===== src/rtl/pin_irq_pkg.sv =====
// Shared definitions for the per-pin interrupt detector bank.
// Assumes a word-aligned byte address whose bits [4:2] pick the register.
package pin_irq_pkg;

    localparam int unsigned PIN_COUNT = 32;
    localparam int unsigned ADDR_W    = 5;

    typedef enum logic [2:0] {
        SEL_ENABLE = 3'd0,
        SEL_TYPE0  = 3'd1,
        SEL_TYPE1  = 3'd2,
        SEL_TYPE2  = 3'd3,
        SEL_STATUS = 3'd4,
        SEL_NONE   = 3'd7
    } reg_sel_e;

    // Map a byte offset onto a register selector; holes decode to SEL_NONE.
    function automatic reg_sel_e decode_sel(input logic [ADDR_W-1:0] addr);
        case (addr[4:2])
            3'd0:    return SEL_ENABLE;
            3'd1:    return SEL_TYPE0;
            3'd2:    return SEL_TYPE1;
            3'd3:    return SEL_TYPE2;
            3'd4:    return SEL_STATUS;
            default: return SEL_NONE;
        endcase
    endfunction

endpackage


===== src/rtl/irq_cfg_regs.sv =====
// Configuration store: enable and the three trigger-type words.
// Assumes wr_sel is already decoded; status writes are not handled here.
module irq_cfg_regs
    import pin_irq_pkg::*;
#(
    parameter int unsigned NPINS = PIN_COUNT
) (
    input  logic             clk,
    input  logic             rst_n,
    input  logic             wr_en,
    input  reg_sel_e         wr_sel,
    input  logic [NPINS-1:0] wr_data,
    output logic [NPINS-1:0] cfg_en,
    output logic [NPINS-1:0] cfg_t0,
    output logic [NPINS-1:0] cfg_t1,
    output logic [NPINS-1:0] cfg_t2
);

    // Capture configuration writes; cleared by reset.
    always_ff @(posedge clk) begin
        if (!rst_n) begin
            cfg_en <= '0;
            cfg_t0 <= '0;
            cfg_t1 <= '0;
            cfg_t2 <= '0;
        end else if (wr_en) begin
            case (wr_sel)
                SEL_ENABLE: cfg_en <= wr_data;
                SEL_TYPE0:  cfg_t0 <= wr_data;
                SEL_TYPE1:  cfg_t1 <= wr_data;
                SEL_TYPE2:  cfg_t2 <= wr_data;
                default:    ;
            endcase
        end
    end

    // a write to the enable word is visible on the next cycle.
    p_cfg_write_r2: assert property (@(posedge clk) disable iff (!rst_n)
        (wr_en && wr_sel == SEL_ENABLE) |=> (cfg_en == $past(wr_data)));

    // a write to a hole leaves the type words alone.
    p_hole_write_r2: assert property (@(posedge clk) disable iff (!rst_n)
        (wr_en && wr_sel == SEL_NONE) |=> ($stable(cfg_t0) && $stable(cfg_t1) && $stable(cfg_t2)));

endmodule


===== src/rtl/irq_trigger_detect.sv =====
// Per-pin trigger detection. It compares each valid sample with the previous
// valid sample for edges, or tests the level. Edge detection is held off until
// a first valid sample has been stored as the reference.
// Assumes samp_valid is a single-cycle pulse per new word.
module irq_trigger_detect #(
    parameter int unsigned NPINS = 32
) (
    input  logic             clk,
    input  logic             rst_n,
    input  logic [NPINS-1:0] samp_word,
    input  logic             samp_valid,
    input  logic [NPINS-1:0] cfg_t0,
    input  logic [NPINS-1:0] cfg_t1,
    input  logic [NPINS-1:0] cfg_t2,
    output logic [NPINS-1:0] hit
);

    logic [NPINS-1:0] prev_word;
    logic             primed;

    // Store the reference sample, only when a valid word arrives.
    always_ff @(posedge clk) begin
        if (!rst_n) begin
            prev_word <= '0;
            primed    <= 1'b0;
        end else if (samp_valid) begin
            prev_word <= samp_word;
            primed    <= 1'b1;
        end
    end

    for (genvar p = 0; p < NPINS; p++) begin : g_pin
        logic rise, fall, edge_hit, level_hit;
        // Classify this pin's condition from the current and reference samples.
        always_comb begin
            rise      = samp_word[p] & ~prev_word[p];
            fall      = ~samp_word[p] & prev_word[p];
            edge_hit  = cfg_t2[p] ? (rise | fall) : (cfg_t0[p] ? rise : fall);
            level_hit = cfg_t0[p] ? samp_word[p] : ~samp_word[p];
            hit[p]    = samp_valid & (cfg_t1[p] ? level_hit : (primed & edge_hit));
        end
    end

    // no event at all between valid samples.
    p_quiet_without_valid_r10: assert property (@(posedge clk) disable iff (!rst_n)
        !samp_valid |-> (hit == '0));

    // no edge event before a reference sample exists.
    p_no_edge_unprimed_r10: assert property (@(posedge clk) disable iff (!rst_n)
        !primed |-> ((hit & ~cfg_t1) == '0));

endmodule


===== src/rtl/irq_status_store.sv =====
// Sticky status with write-one-to-clear and the masked interrupt combine.
// Assumes clr_mask is zero except in a status write cycle.
module irq_status_store #(
    parameter int unsigned NPINS = 32
) (
    input  logic             clk,
    input  logic             rst_n,
    input  logic [NPINS-1:0] hit,
    input  logic [NPINS-1:0] clr_mask,
    input  logic [NPINS-1:0] cfg_en,
    output logic [NPINS-1:0] status,
    output logic             irq
);

    // Set on detection, clear on write-one; detection has priority.
    always_ff @(posedge clk) begin
        if (!rst_n) status <= '0;
        else        status <= (status & ~clr_mask) | hit;
    end

    // Combine enabled status bits onto the single line.
    always_comb irq = |(status & cfg_en);

    // every detection is present in status on the next cycle.
    p_detect_wins_r8: assert property (@(posedge clk) disable iff (!rst_n)
        1'b1 |=> ((status & $past(hit)) == $past(hit)));

    // a bit only drops when a clear was written for it.
    p_sticky_r7: assert property (@(posedge clk) disable iff (!rst_n)
        1'b1 |=> (($past(status) & ~$past(clr_mask) & ~status) == '0));

    // with all pins disabled the line stays low.
    p_irq_masked_r9: assert property (@(posedge clk) disable iff (!rst_n)
        (cfg_en == '0) |-> !irq);

endmodule


===== src/rtl/pin_irq_bank.sv =====
// Top of the per-pin interrupt detector bank: register decode and read mux
// around the configuration store, the trigger detectors and the status store.
// Assumes single-cycle write strobes and word-aligned offsets.
module pin_irq_bank
    import pin_irq_pkg::*;
#(
    parameter int unsigned NPINS = PIN_COUNT
) (
    input  logic              clk,
    input  logic              rst_n,
    input  logic [NPINS-1:0]  samp_word,
    input  logic              samp_valid,
    input  logic [ADDR_W-1:0] reg_addr,
    input  logic              reg_wr,
    input  logic [NPINS-1:0]  reg_wdata,
    output logic [NPINS-1:0]  reg_rdata,
    output logic              irq
);

    reg_sel_e         sel;
    logic [NPINS-1:0] cfg_en, cfg_t0, cfg_t1, cfg_t2;
    logic [NPINS-1:0] hit, status, clr_mask;

    // Decode the offset and build the write-one-to-clear mask.
    always_comb begin
        sel      = decode_sel(reg_addr);
        clr_mask = (reg_wr && sel == SEL_STATUS) ? reg_wdata : '0;
    end

    irq_cfg_regs #(.NPINS(NPINS)) u_cfg (
        .clk(clk), .rst_n(rst_n), .wr_en(reg_wr), .wr_sel(sel), .wr_data(reg_wdata),
        .cfg_en(cfg_en), .cfg_t0(cfg_t0), .cfg_t1(cfg_t1), .cfg_t2(cfg_t2)
    );

    irq_trigger_detect #(.NPINS(NPINS)) u_det (
        .clk(clk), .rst_n(rst_n), .samp_word(samp_word), .samp_valid(samp_valid),
        .cfg_t0(cfg_t0), .cfg_t1(cfg_t1), .cfg_t2(cfg_t2), .hit(hit)
    );

    irq_status_store #(.NPINS(NPINS)) u_stat (
        .clk(clk), .rst_n(rst_n), .hit(hit), .clr_mask(clr_mask), .cfg_en(cfg_en),
        .status(status), .irq(irq)
    );

    // Return the addressed register; holes read zero.
    always_comb begin
        case (sel)
            SEL_ENABLE: reg_rdata = cfg_en;
            SEL_TYPE0:  reg_rdata = cfg_t0;
            SEL_TYPE1:  reg_rdata = cfg_t1;
            SEL_TYPE2:  reg_rdata = cfg_t2;
            SEL_STATUS: reg_rdata = status;
            default:    reg_rdata = '0;
        endcase
    end

    // the line is low in the first cycle after reset.
    p_reset_quiet_r1: assert property (@(posedge clk)
        !rst_n |=> !irq);

endmodule


===== config.mk =====
export PLATFORM = sky130hd
export DESIGN_NAME = pin_irq_bank
export DESIGN_NICKNAME = d
export VERILOG_FILES = /design/src/rtl/pin_irq_pkg.sv /design/src/rtl/irq_cfg_regs.sv /design/src/rtl/irq_trigger_detect.sv /design/src/rtl/irq_status_store.sv /design/src/rtl/pin_irq_bank.sv
export SDC_FILE = /design/constraint.sdc
export NUM_CORES = 1
export LEC_CHECK = 0
export ABC_AREA = 1
export CORE_MARGIN = 3
export CORE_UTILIZATION = 58
export DETAILED_ROUTE_END_ITERATION = 8
export GPL_TIMING_DRIVEN = 0
export PLACE_DENSITY = 0.78
export SLEW_MARGIN = 20
export SYNTH_ARGS = -nofsm -noshare
export SYNTH_HDL_FRONTEND = slang
export SYNTH_SLANG_ARGS = --single-unit

===== constraint.sdc =====
create_clock -name clk -period 1.7 [get_ports clk]
set_clock_uncertainty 0.2 [all_clocks]
set_input_delay 0.34 -clock clk [delete_from_list [all_inputs] [get_ports clk]]
set_output_delay 0.34 -clock clk [all_outputs]
set_load 0.01 [all_outputs]

**Word level (Yosys, flattened, before mapping)**

Cells that the tools add are included.

- Input bits: 73
- Logic and storage cells: 382
- Output and inout bits: 33
- Bits in registers: 193

- Bitwise operators: 228
- Muxes and demuxes: 131
- Reduce and logical (&&, ||, !) cells: 8
- Eq/ne operators: 8

Operators by type and width:

| operator | number |
|---|---|
| $pmux W32 S5 | 1 |
| $and A1 B1 Y1 | 128 |
| $mux W1 | 128 |
| $and A32 B32 Y32 | 2 |
| $not A1 Y1 | 64 |
| $mux W32 | 1 |
| $not A32 Y32 | 1 |
| $or A1 B1 Y1 | 32 |
| $or A32 B32 Y32 | 1 |
| $reduce_or A32 Y1 | 1 |
| $pmux W3 S5 | 1 |
| $eq A3 B2 Y1 const B | 4 |
| $reduce_and A2 Y1 | 4 |
| $eq A3 B1 Y1 const B | 2 |
| $eq A3 B3 Y1 const B | 2 |
| $logic_not A3 Y1 | 2 |
| $logic_and A1 B1 Y1 | 1 |

**Logic depth before layout (Yosys ltp)**

Gate-level depths: netlist of the first run.

- Depth in word-level cells: 8
- Gate-level depth with buffers: 8
- Gate-level depth less buffers: 8

**Cells and area by module**

From an unflattened synthesis of the first run, not the netlist that was laid out.

- Cells, all modules: 2,042
- Area, all modules: 12,455.7 um^2

Modules (own cells, without submodules):

| module | cells each | times used | area each (um^2) |
|---|---|---|---|
| irq_cfg_regs | 743 | 1 | 5,142.4 |
| irq_trigger_detect | 660 | 1 | 4,032.6 |
| pin_irq_bank | 444 | 1 | 1,984.4 |
| irq_status_store | 195 | 1 | 1,296.2 |

**Worst setup path before layout of the first run**

No wires, ideal clock.

- Path kind: input to output
- From: input port reg_addr[3]
- To: output port reg_rdata[19]
- Data required time: 1.160 ns
- Data arrival time: 1.186 ns
- Cell stages on the path: 7
- Setup slack: -0.026 ns
- Path buffers: 2
- Path through: nor2_1 > nand2_2 > inv_2 > buf_4 > buf_2 > nand2_1 > nand4_1

- Longest elaborated chain between the ends: 4

RTL lines:

| element | line | text |
|---|---|---|
| start, declared | pin_irq_bank.sv:13 | `input logic [ADDR_W-1:0] reg_addr,` |
| $eq A3 B3 Y1, or another cell as far along | pin_irq_pkg.sv:19 | `case (addr[4:2])` |
| $pmux W3 S5 * | pin_irq_pkg.sv:19 |  |
| $eq A3 B3 Y1, or another cell as far along | pin_irq_bank.sv:47 | `case (sel)` |
| $pmux W32 S5 * | pin_irq_bank.sv:47 |  |
| end, declared | pin_irq_bank.sv:16 | `output logic [NPINS-1:0] reg_rdata,` |

Every way passes the cells marked *; elsewhere a longest branch is shown, timed or not.

**Worst setup path in the final report of the first run**

- From: register u_cfg.cfg_en[26]
- To: output port irq

- Longest elaborated chain between the ends: 2

RTL lines:

| element | line | text |
|---|---|---|
| start, declared | irq_cfg_regs.sv:13 | `output logic [NPINS-1:0] cfg_en,` |
| start signal, assigned | irq_cfg_regs.sv:28 | `SEL_ENABLE: cfg_en <= wr_data;` |
| $and A32 B32 Y32 | irq_status_store.sv:22 | `always_comb irq = \|(status & cfg_en);` |
| $reduce_or A32 Y1 | irq_status_store.sv:22 |  |
| end, declared | pin_irq_bank.sv:17 | `output logic irq` |

No other way between the ends.

==> flow_summary_export.csv, run 1 <==
group,metric,value,unit
yosys,synth_nets,1680,
sta,worstMarginPinSlew,0.789,ns
critical_path,crit_required,1.16,ns
yosys,synth_seq_cells,193,
critical_path,cp-end-kind,"primary output",
place,io_buffer_count,101,
power_and_ir_drop,power.leakage,5.69,nW
job,maxCapViolCount,0,
sta,setup_viol,33,
critical_path,startpoint_type,"flip-flop",
cells_and_area,drive_gt1_frac,0.149,
die,dieArea,0.0194,mm²
place,place_ws,-1.75,ns
power_and_ir_drop,power_density,801,mW/mm²
critical_path,cp_slowest_stage_delay,0.34,ns
power_and_ir_drop,vdd_ir_drop_max,0.768,mV
grt,overflow,0,
die,die_y,139,µm
sta,min_period,2.16,ns
route,via_per_inst,6.05,
place,routabilityCongestion,0.982,
grt,grt_max_degree,17,
die,num_io_pins,106,
yosys,synth-simple-area-share,0.212,
die,core,0.0174,mm²
route,wl,38.4,mm
route,drtIter0Drc,1525,
critical_path,critPathSlowestCell,"dfxtp_2",
cells_and_area,num-fill-cells,1345,
yosys,syn-cell-area,0.0103,mm²
status,status,"finished, violations left",
power_and_ir_drop,power,10.6,mW
cells_and_area,finalNetCount,1848,
die,start_util,0.595,
cts,htreeDepth,4,
critical_path,r2r-start,"u_det.primed",
cts,clk_latency,0.44,ns
yosys,async_flop_share,0,
critical_path,crit_fanout,3,
yosys,synthCells,1543,
sta,final_hold_viol_count,0,
cts,cts_buffer_depth,2,
critical_path,critical_path_class,"flip-flop to primary output",
route,wl_per_cell,19.7,µm
critical_path,cp-startpoint,"u_cfg.cfg_en[26]",
route,antenna_left,0,
sta,timing.final.ws_setup,-0.464,ns
cts,cts_root_buf,"clkbuf_16",
critical_path,crit_arrival,1.62,ns
cts,cts.sinks,193,
cts,path_clk_slew,0.07,ns
die,rows,48,
sta,max_slew_margin,0.474,
cells_and_area,seq_area,0.00388,mm²
sta,period_share,1.27,
grt,grt_pass1_vias,10900,
yosys,ys_warn_count,0,
route,vias,11800,
die,die_x,139,µm
grt,antenna_found_initial,0,
grt,grt.total_usage,0.372,
route,drc_errors,0,
yosys,avgSynthCellArea,6.69,µm²
sta,setup_tns,-11.19,ns
cells_and_area,multi_input_area,0.00573,mm²
yosys,synth_edf_count,0,
sta,fmax,0.462,GHz
cts,cts_tree,"built",
yosys,synth.distinct_cells,20,
yosys,yosys.area_share.adder,0.0776,
route,dr.pass1.iters,6,
cells_and_area,area_growth,27.8,%
sta,slew_viol_final,0,
status,failed_checks,"setup timing",
yosys,synthFlopType,"dfxtp_1",
yosys,synth_compound_area_frac,0.233,
grt,grt_pass1_wl,57.2,mm
sta,holdWs,0.186,ns
yosys,ys_seq_area_frac,0.374,
worst_hold_path,hp-class,"input port to flip-flop",
worst_hold_path,min_from,"samp_word[7]",
place,dpl.hpwl,23.2,mm
sta,rsz0062_at_grt,"true",
cts,hold_buffers,0,
critical_path,crit_path_cell_trace,"nand2_1, o21ai_1, nor2_2, nand2_2, nor2_2, nand2_2, buf_6",
yosys,muxShareOfSynthArea,0,
yosys,synth_top_family_by_area,"compound AO/OA/AOI/OAI gates",
cells_and_area,diodes,0,
yosys,synth_xor_area_frac,0,
cts,cts_buffers,17,
layer usage:
metal  vias to the layer above  global-route usage  part of all wire
met5                         -                   0                 0
met4                         0               0.189             0.058
met3                       214               0.108              0.13
met2                       866               0.581              0.44
met1                      5323               0.469              0.37
li1                       5368                   -                 -
path summary, 6_finish.rpt:
path,end,slack (ns),cells after the start
worst max register to register,u_stat.status[7],0.02,7
worst max-delay path,irq,-0.46,7
worst min-delay path,u_det.prev_word[7],0.19,3
worst min register to register,u_cfg.cfg_en[14],0.27,2
layout by cell type, fill, tap and decap left out, types with 2 or more instances in the layout:
cell type and count:
inv_8 2, nand3_4 2, clkbuf_4 3, nand3_1 56, buf_2 43, clkdlybuf4s50_1 64
nand2_4 9, buf_1 6, clkbuf_1 26, clkinvlp_4 2, nor2_4 8, bufinv_16 2
nor2_2 10, o22ai_4 2, buf_6 32, a21oi_2 10, nand2_1 390, dfxtp_2 17
o21a_1 6, clkbuf_2 8, ha_1 64, nand4_1 24, dfxtp_1 176, buf_8 8
buf_4 28, nand3_2 5, nand2_2 17, o21ai_1 15, o22ai_1 7, inv_1 184
a21oi_1 297, clkbuf_16 21, buf_12 5, nor2_1 18, clkbuf_8 4, inv_2 8
o21ai_0 130, o22ai_2 5
through the flow:
| step | area (µm²) | util | cells |
|---|---|---|---|
| after detailed placement | 11600 | 0.669 | 1869 |
| after global routing | 13200 | 0.760 | 1946 |
| after global placement | 11600 | 0.669 | 1869 |
| after floorplan | 10300 | - | 1543 |
| after CTS | 13000 | 0.747 | 1941 |
| final | 13200 | 0.760 | 1946 |
flip-flops by register name, summed over array words and instances, names as in the netlist:
register         flops
u_cfg.cfg_t0        32
u_stat.status       32
u_cfg.cfg_t1        32
u_det.prev_word     32
u_cfg.cfg_en        32
u_det.primed         1
u_cfg.cfg_t2        32
layout make-up:
cell class	instances	share of cell area
Timing Repair Buffer	149	0.108
Clock buffer	24	0.0365
Multi-Input combinational cell	1077	0.435
Tap cell	225	0.0214
Sequential cell	193	0.295
Inverter	196	0.0575
Clock inverter	5	0.00607
Buffer	77	0.0416
cells by family (layout without fill, tap and decap cells):
family / count (synthesis) / in the layout
AO/OA/AOI/OAI: 473 / 473
buffers and inverters: 273 / 451
adder cells (fa/ha/maj): 64 / 64
flip-flops: 193 / 193
AND/OR/NAND/NOR: 540 / 540
cells in the mapped netlist, types with 14 or more instances:
master	n	area, µm²
nand4_1	24	150
inv_1	193	724
o21ai_0	138	691
buf_2	25	125
ha_1	64	801
o22ai_1	14	87.6
nand3_1	62	310
dfxtp_1	193	3860
nor2_1	34	128
a21oi_1	307	1540
nand2_1	414	1550
clkbuf_1	38	143
power by group:
part	internal [mW]	total [mW]	leakage [nW]	switching (mW)
clock network	2.26	4.03	0.268	1.77
logic	0.646	1.68	3.84	1.03
registers	4.72	4.86	1.58	0.142
critical path: cells and delay by family (launching register included):
| family | cells | cell delay, ns |
|---|---|---|
| compound gates | 1 | 0.10 |
| buf+inv | 1 | 0.14 |
| flops | 1 | 0.34 |
| simple gates | 5 | 0.61 |
repair_timing:
action	CTS	global route
setup buffers	38	8
pin swaps	21	30
gates cloned	5	1
endpoints found under the setup margin	193	113
resized for setup	314	79
No activity file was read; power rests on OpenSTA's default activity.
==> run 2, diff against run 1 <==
Settings changed: TNS_END_PERCENT set to 100.
==> results of run 2 <==
Same layout as run 1: the final DEF is identical, and so are final timing and power.
